<file path="src/rtl/decim_pkg.sv">
package decim_pkg;

    // Frame tracking state: value 0 is the reset state.
    typedef enum logic {
        FR_HEAD = 1'b0,
        FR_BODY = 1'b1
    } frame_st_e;

    // Capture structure picked from the two configuration flags.
    typedef enum logic [1:0] {
        ARCH_BYPASS  = 2'd0,
        ARCH_TWO_REG = 2'd1,
        ARCH_ONE_REG = 2'd2
    } cap_arch_e;

    function automatic cap_arch_e arch_of(input bit zero_lat, input bit keep_last);
        if (keep_last)
            return ARCH_ONE_REG;
        else if (zero_lat)
            return ARCH_BYPASS;
        else
            return ARCH_TWO_REG;
    endfunction

endpackage

</file>
<file path="src/rtl/decim_frame_fsm.sv">
module decim_frame_fsm
    import decim_pkg::*;
(
    input  logic clk,
    input  logic rst,
    input  logic src_ce,
    input  logic dst_ce,
    output logic head_ce,
    output logic tail_ce
);
    frame_st_e st_q;
    frame_st_e st_nx;

    // State register
    always_ff @(posedge clk) begin
        if (rst)
            st_q <= FR_HEAD;
        else
            st_q <= st_nx;
    end

    // Transitions
    always_comb begin
        st_nx = st_q;
        unique case (st_q)
            FR_HEAD: if (src_ce && !dst_ce) st_nx = FR_BODY;
            FR_BODY: if (src_ce && dst_ce)  st_nx = FR_HEAD;
        endcase
    end

    // Outputs: start-of-frame strobe and end-of-frame strobe
    always_comb begin
        head_ce = 1'b0;
        tail_ce = src_ce && dst_ce;
        unique case (st_q)
            FR_HEAD: head_ce = src_ce;
            FR_BODY: head_ce = 1'b0;
        endcase
    end

endmodule

</file>
<file path="src/rtl/decim_capture.sv">
module decim_capture
    import decim_pkg::*;
#(
    parameter int unsigned DATA_W = 16,
    parameter cap_arch_e   ARCH   = ARCH_TWO_REG
) (
    input  logic              clk,
    input  logic              rst,
    input  logic              head_ce,
    input  logic              tail_ce,
    input  logic [DATA_W-1:0] din,
    output logic [DATA_W-1:0] dout
);
    generate
        case (ARCH)
            ARCH_BYPASS: begin : g_bypass
                logic [DATA_W-1:0] hold_q;
                always_ff @(posedge clk) begin
                    if (rst)
                        hold_q <= '0;
                    else if (head_ce)
                        hold_q <= din;
                end
                assign dout = head_ce ? din : hold_q;
            end
            ARCH_TWO_REG: begin : g_two
                logic [DATA_W-1:0] front_q;
                logic [DATA_W-1:0] back_q;
                always_ff @(posedge clk) begin
                    if (rst) begin
                        front_q <= '0;
                        back_q  <= '0;
                    end else begin
                        if (head_ce)
                            front_q <= din;
                        if (tail_ce)
                            back_q <= front_q;
                    end
                end
                assign dout = back_q;
            end
            default: begin : g_one
                logic [DATA_W-1:0] last_q;
                always_ff @(posedge clk) begin
                    if (rst)
                        last_q <= '0;
                    else if (tail_ce)
                        last_q <= din;
                end
                assign dout = last_q;
            end
        endcase
    endgenerate

endmodule

</file>
<file path="src/rtl/rate_decimator.sv">
module rate_decimator
    import decim_pkg::*;
#(
    parameter int unsigned DATA_W    = 16,
    parameter int unsigned RATIO     = 4,
    parameter bit          KEEP_LAST = 1'b0,
    parameter bit          ZERO_LAT  = 1'b0
) (
    input  logic              clk,
    input  logic              rst,
    input  logic              src_ce,
    input  logic              dst_ce,
    input  logic [DATA_W-1:0] din,
    output logic [DATA_W-1:0] dout
);
    localparam cap_arch_e ARCH = arch_of(ZERO_LAT, KEEP_LAST);

    generate
        if (RATIO < 2) begin : g_bad_ratio
            $error("rate_decimator: RATIO must be at least 2");
        end
        if (ZERO_LAT && KEEP_LAST) begin : g_bad_mode
            $error("rate_decimator: zero latency requires keeping the first sample");
        end
    endgenerate

    logic head_ce;
    logic tail_ce;

    decim_frame_fsm u_fsm (
        .clk     (clk),
        .rst     (rst),
        .src_ce  (src_ce),
        .dst_ce  (dst_ce),
        .head_ce (head_ce),
        .tail_ce (tail_ce)
    );

    decim_capture #(
        .DATA_W (DATA_W),
        .ARCH   (ARCH)
    ) u_cap (
        .clk     (clk),
        .rst     (rst),
        .head_ce (head_ce),
        .tail_ce (tail_ce),
        .din     (din),
        .dout    (dout)
    );

endmodule

</file>
<file path="config.mk">
export PLATFORM = sky130hd
export DESIGN_NAME = rate_decimator
export DESIGN_NICKNAME = d
export VERILOG_FILES = /design/src/rtl/decim_pkg.sv /design/src/rtl/decim_frame_fsm.sv /design/src/rtl/decim_capture.sv /design/src/rtl/rate_decimator.sv
export SDC_FILE = /design/constraint.sdc
export NUM_CORES = 1
export LEC_CHECK = 0
export BUFFER_PORTS_ARGS = -buffer_cell sky130_fd_sc_hd__buf_4
export CAP_MARGIN = 20
export CORE_MARGIN = 1
export CORE_UTILIZATION = 35
export CTS_CLUSTER_SIZE = 20
export DETAILED_ROUTE_END_ITERATION = 7
export MAX_ROUTING_LAYER = met4
export SYNTH_ARGS = -nofsm -noshare
export SYNTH_HDL_FRONTEND = slang
export SYNTH_SLANG_ARGS = --single-unit
export TNS_END_PERCENT = 5
</file>
<file path="constraint.sdc">
create_clock -name clk -period 1.1 [get_ports clk]
set_input_delay 0.11 -clock clk [delete_from_list [all_inputs] [get_ports clk]]
set_output_delay 0.11 -clock clk [all_outputs]
set_load 0.01 [all_outputs]
</file>
### Word level (Yosys, flattened, before mapping)

Index checks and enable logic that the tools add are counted.
W data, S select, Z words.

| operators by class | value |
|---|---|
| mux-type cells | 4 |
| bitwise gates (word level) | 1 |
| reductions and logical operators | 3 |

Operators by type and width:

| cell | count |
|---|---|
| $pmux W1 S2 | 2 |
| $logic_and A1 B1 Y1 | 2 |
| $mux W1 | 2 |
| $logic_not A1 Y1 | 1 |
| $not A1 Y1 | 1 |

| storage, ports and cells | value |
|---|---|
| register bits after elaboration | 33 |
| logic and storage cells | 11 |

### Logic depth before layout (Yosys ltp)

| logic depth | value |
|---|---|
| depth in word-level cells | 4 |
| depth in mapped cells | 4 |
| mapped depth without buffers | 2 |

### Cells and area by module

From an unflattened synthesis, not the netlist that was laid out.

| unflattened totals | value |
|---|---|
| cell total of the unflattened synthesis | 108 |
| area total of the unflattened synthesis | 1206.2 um2 |

Modules (own cells, without submodules):

| module | seq. area each (um2) | times used | cells an instance | area an instance (um2) |
|---|---|---|---|---|
| decim_capture | 640.6 | 1 | 103 | 1157.4 |
| decim_frame_fsm | 20.0 | 1 | 5 | 48.8 |

### Worst setup path after synthesis

OpenSTA, ideal clock, no wires.

| timing | value |
|---|---|
| kind | flip-flop to flip-flop |
| start | register (tool-made name) |
| end | register u_cap.g_two.front_q[0] |
| buffers on the path | 1 |
| cell stages (with the launch flop) | 4 |
| setup slack | 0.197 ns |
| arrival time | 0.784 ns |
| library setup time | 0.119 ns |
| path through | dfxtp_1 nor2b_4 buf_2 o21ai_1 |

RTL lines:

| what | RTL line | text |
|---|---|---|
| end signal, assigned | decim_capture.sv:35 | `front_q <= din;` |
| end, declared | decim_capture.sv:27 | `logic [DATA_W-1:0] front_q;` |

==> results <==
- The total negative setup slack is 0 ps.
- The flow ran to the end, and the final reports show no timing, DRC or antenna violations.
- The non-filler instance count after layout is around 210.
- Measured along the x axis, the die boundary spans 65.5 um.
- The transition at the pin with the smallest max-transition slack is between 300 and 400 ps.
- The number of antenna violations at the first check in global routing was 0.
- STA classifies the critical path endpoint as a flip-flop.
- Setup repair after global routing left no endpoint under its margin.
- The via count of the first global-routing pass is around 1000.
- After legalization and detailed placement, the total HPWL measured about 1700 um.
- For this design the ratio of total power to cell area is 1390 nW/um2.
- The number of instances in the placed design is between 200 and 250.
- The routed via count divided by cell count is 4.85.
- 36 I/O pins were placed.
- The cell type with the highest aggregate area in the netlist is sky130_fd_sc_hd__dfxtp_1.
- In the final layout, flip-flops and latches occupy between 600 and 700 um2.
- Post-CTS repair changed the size of 0 cells.
- Sorting the synthesized cells by area gives the leading types as sky130_fd_sc_hd__dfxtp_1 (47%), sky130_fd_sc_hd__nand2b_1 (14%), sky130_fd_sc_hd__nand4bb_1 (13%).
- The post-synthesis instance area is 1410 um2.
- The synthesized design devotes to its leading area cell type 46.8% of total area.
- The final-stage net count is between 150 and 200.
- Of all nets on the critical path, the largest fanout is 16.
- The critical path goes through nor2b_4, o21ai_1.
- The fraction of layout cells with a size suffix above 1 is approximately 29%.
- A synthesized cell averages roughly 11 um2.
- The number of warnings issued by yosys is 0.
- The overall die height is roughly 66 um.
- STA classifies the critical path startpoint as a flip-flop.
- The proportion of synthesized area in mux cells is between 10% and 20%.
- For this run, design rule violations remaining after detail routing come to 0.
- The repair_antennas step left the layout with diodes totalling 0.
- The number of maximum-capacitance constraint violations is 0.
- The floorplan step defined a die boundary enclosing 4290 um2.
- Dividing the final minimum period by the clock period gives between 80% and 90%.
- VDD sags by at most around 0.63 mV.
- Measured in cells, the most critical reg-to-reg path has a length of 2.
- The global route total overflow is 0.
- The number of max-slew violations in the final report is 0.
- The synthesized netlist devotes 0% of its cell area to adder and majority cells.
- Summing internal, switching and leakage power gives ~2500 uW.
- In this run the tightest slew margin relative to its limit is roughly three quarters.
- In this run the clock root is driven by a sky130_fd_sc_hd__clkbuf_8.
- The cell depth of the worst hold path is 3.
- Setup violations remaining at the end of the flow were counted as 0.
- The post-synthesis xor/xnor area fraction is 0%.
- The hold violation count in the final report is 0.
- The wire length reported by the detailed router is 2730 um.
- In this run, CTS created clock tree buffers numbering 5.
- The total area of multi-input combinational cells is between 600 and 700 um2.
- After detailed routing, the wire length on met1 is 1180 um.
- The global-route wire length before repair is 4630 um.
- In this run the tool buffered the top-level ports with 35 buffer cells.
- The filler cells instantiated in the layout total 369.
- The initial utilization of the core area, before any placement, comes to 37.5%.
- The global placement routability congestion is approximately 0.66.
- Counting every instance in the synthesized netlist gives between 100 and 150.
- Clock-pin slew was measured on the worst setup and hold paths at around 60 ps.
- The worst-case clock skew is ~1.3 ps.
- The hold-fix buffer count after cts is 0.
- The smallest clock period supported by the final layout is computed as 929 ps.
- The H-tree was split into 2 levels.
- The number of register bits inferred by synthesis is 33.
- The placeable core region is ~3800 um2.
- For this design the static power due to leakage is 0.000725 uW.
- With fillers left out, the area of the finished cells amounts to between 1500 and 2000 um2.
- The number of buffers inserted to repair setup after CTS is 0.
- The tree built by TritonCTS fans out to 33 sinks.
- The sequential cell area fraction in the yosys report is between 40% and 50%.
- The all-layer global routing usage is between 10% and 20%.
- The synthesized-area fraction occupied by ao, oa, aoi and oai cells is about 5.7%.
- Counting along the longest clock path gives a buffer depth of 2.
- The later pin in the worst-skew pair is clocked with a latency of 280 ps.
- The number of nets still failing antenna checks after routing is 0.
- The utilization of the core after routing is 46.9%.
- The topmost layer with routed signal wires is met4.
- TritonCTS built the clock tree.
- The first detailed-routing pass ran for 4 iterations.
- Wire segments on met2 add up to between 1000 and 1500 um in the final route.
- The row count is 22.
- By area, the combinational part of the netlist is dominated by simple AND/OR/NAND/NOR gates.
- Static timing analysis puts the maximum clock frequency at around 1.1 GHz.
- Compared with the post-synthesis result, the final layout area differs by 25.2%.
- The tightest min-delay check is of the in -> reg type.
- The worst path required time is 1260 ps.
- The synthesized-area fraction occupied by and/or/nand/nor cells is between 30 and 40%.
- The DRC marker count from the first detailed-route iteration is 55.
- The total cell area at the placement stage is between 1500 and 2000 um2.
- On the worst path, the slowest cell contributes a delay of 340 ps.
- The maximum number of pins on one net before global-route repair is 50.
- Counting every net in the synthesized netlist gives 148.
- The number of distinct library cells after synthesis is 14.
- The slowest stage of the critical path belongs to the cell sky130_fd_sc_hd__dfxtp_1.
- After detailed routing, the average wire length per cell comes to 12.9 um.
- The detailed-routed wire length on met3 is approximately 220 um.
- The worst setup path category is reg -> reg.
- Data arrives at the worst endpoint at about 1100 ps.
- The count of vias placed by the detailed router is between 1000 and 1500.
## power breakdown
| part | switching (uW) | leakage, uW | internal [uW] |
|---|---|---|---|
| Clock | 406 | 0.0000443 | 496 |
| Sequential | 18.9 | 0.000269 | 1250 |
| Combinational | 126 | 0.000411 | 155 |
| Total | 552 | 0.000725 | 1900 |
## metal layers
metal,global-route usage [%],vias to the layer above
met5,-,-
met4,4.89,0
met3,6.42,3
met2,23.5,39
met1,17.3,471
li1,-,510
## kinds of logic (layout without fill, tap and decap cells)
family,after synthesis,in the layout
AO/OA/AOI/OAI,16,16
buffers and inverters,10,45
flip-flops,33,33
multiplexers,16,16
AND/OR/NAND/NOR,53,53
## final cells by class
cell class                 count  area share (%)
clock buffer                   7            4.88
multi-input combinational     85            38.3
sequential                    33            37.3
tap                           48            3.39
timing repair buffer          38            16.1
## worst paths after layout
path	start	end	slack, ps
max	flip-flop	u_cap.g_two.front_q[11]	170
min	din[7]	u_cap.g_two.front_q[7]	100
max reg2reg	flip-flop	u_cap.g_two.front_q[11]	170
min reg2reg	u_cap.g_two.front_q[2]	u_cap.g_two.front_q[2]	480
## worst max-delay path, delay by kind of cell, from the launching register on
kind | cells | cell delay (ps)
flops | 1 | 340
simple gates | 1 | 340
compound gates | 1 | 130
## cell usage after synthesis (all sizes together)
cell / number
nor2: 1
o21ai: 16
nand2: 1
nor2b: 1
and2: 1
nand4bb: 16
nand2b: 32
buf: 7
mux2i: 16
clkbuf: 3
dfxtp: 33
nor3: 1
## registers in the layout (all words and copies together), names as in the netlist, named ones only
| register | flops |
|---|---|
| u_cap.dout | 16 |
| u_cap.g_two.front_q | 16 |
## layout by cell type (no fill, tap or decap)
master / synthesis / layout
sky130_fd_sc_hd__dfxtp_1: 33 / 33
sky130_fd_sc_hd__clkbuf_1: 3 / 1
sky130_fd_sc_hd__nand4bb_1: 16 / 16
sky130_fd_sc_hd__nor3_2: 1 / 1
sky130_fd_sc_hd__buf_4: 0 / 38
sky130_fd_sc_hd__o21ai_1: 16 / 16
sky130_fd_sc_hd__clkbuf_8: 0 / 6
sky130_fd_sc_hd__nor2_1: 1 / 1
sky130_fd_sc_hd__nand2_8: 1 / 1
sky130_fd_sc_hd__and2_4: 1 / 1
sky130_fd_sc_hd__mux2i_1: 16 / 16
sky130_fd_sc_hd__nand2b_1: 32 / 32
sky130_fd_sc_hd__nor2b_4: 1 / 1
## per-stage QoR
stage	setup slack (ps)	hold WS [ps]
floorplan	197	277
global placement	188	378
detailed placement	169	385
CTS	150	88.4
global route	49.7	94.8
finish	171	98.9
Note: power is estimated with default switching activity, not from simulation.
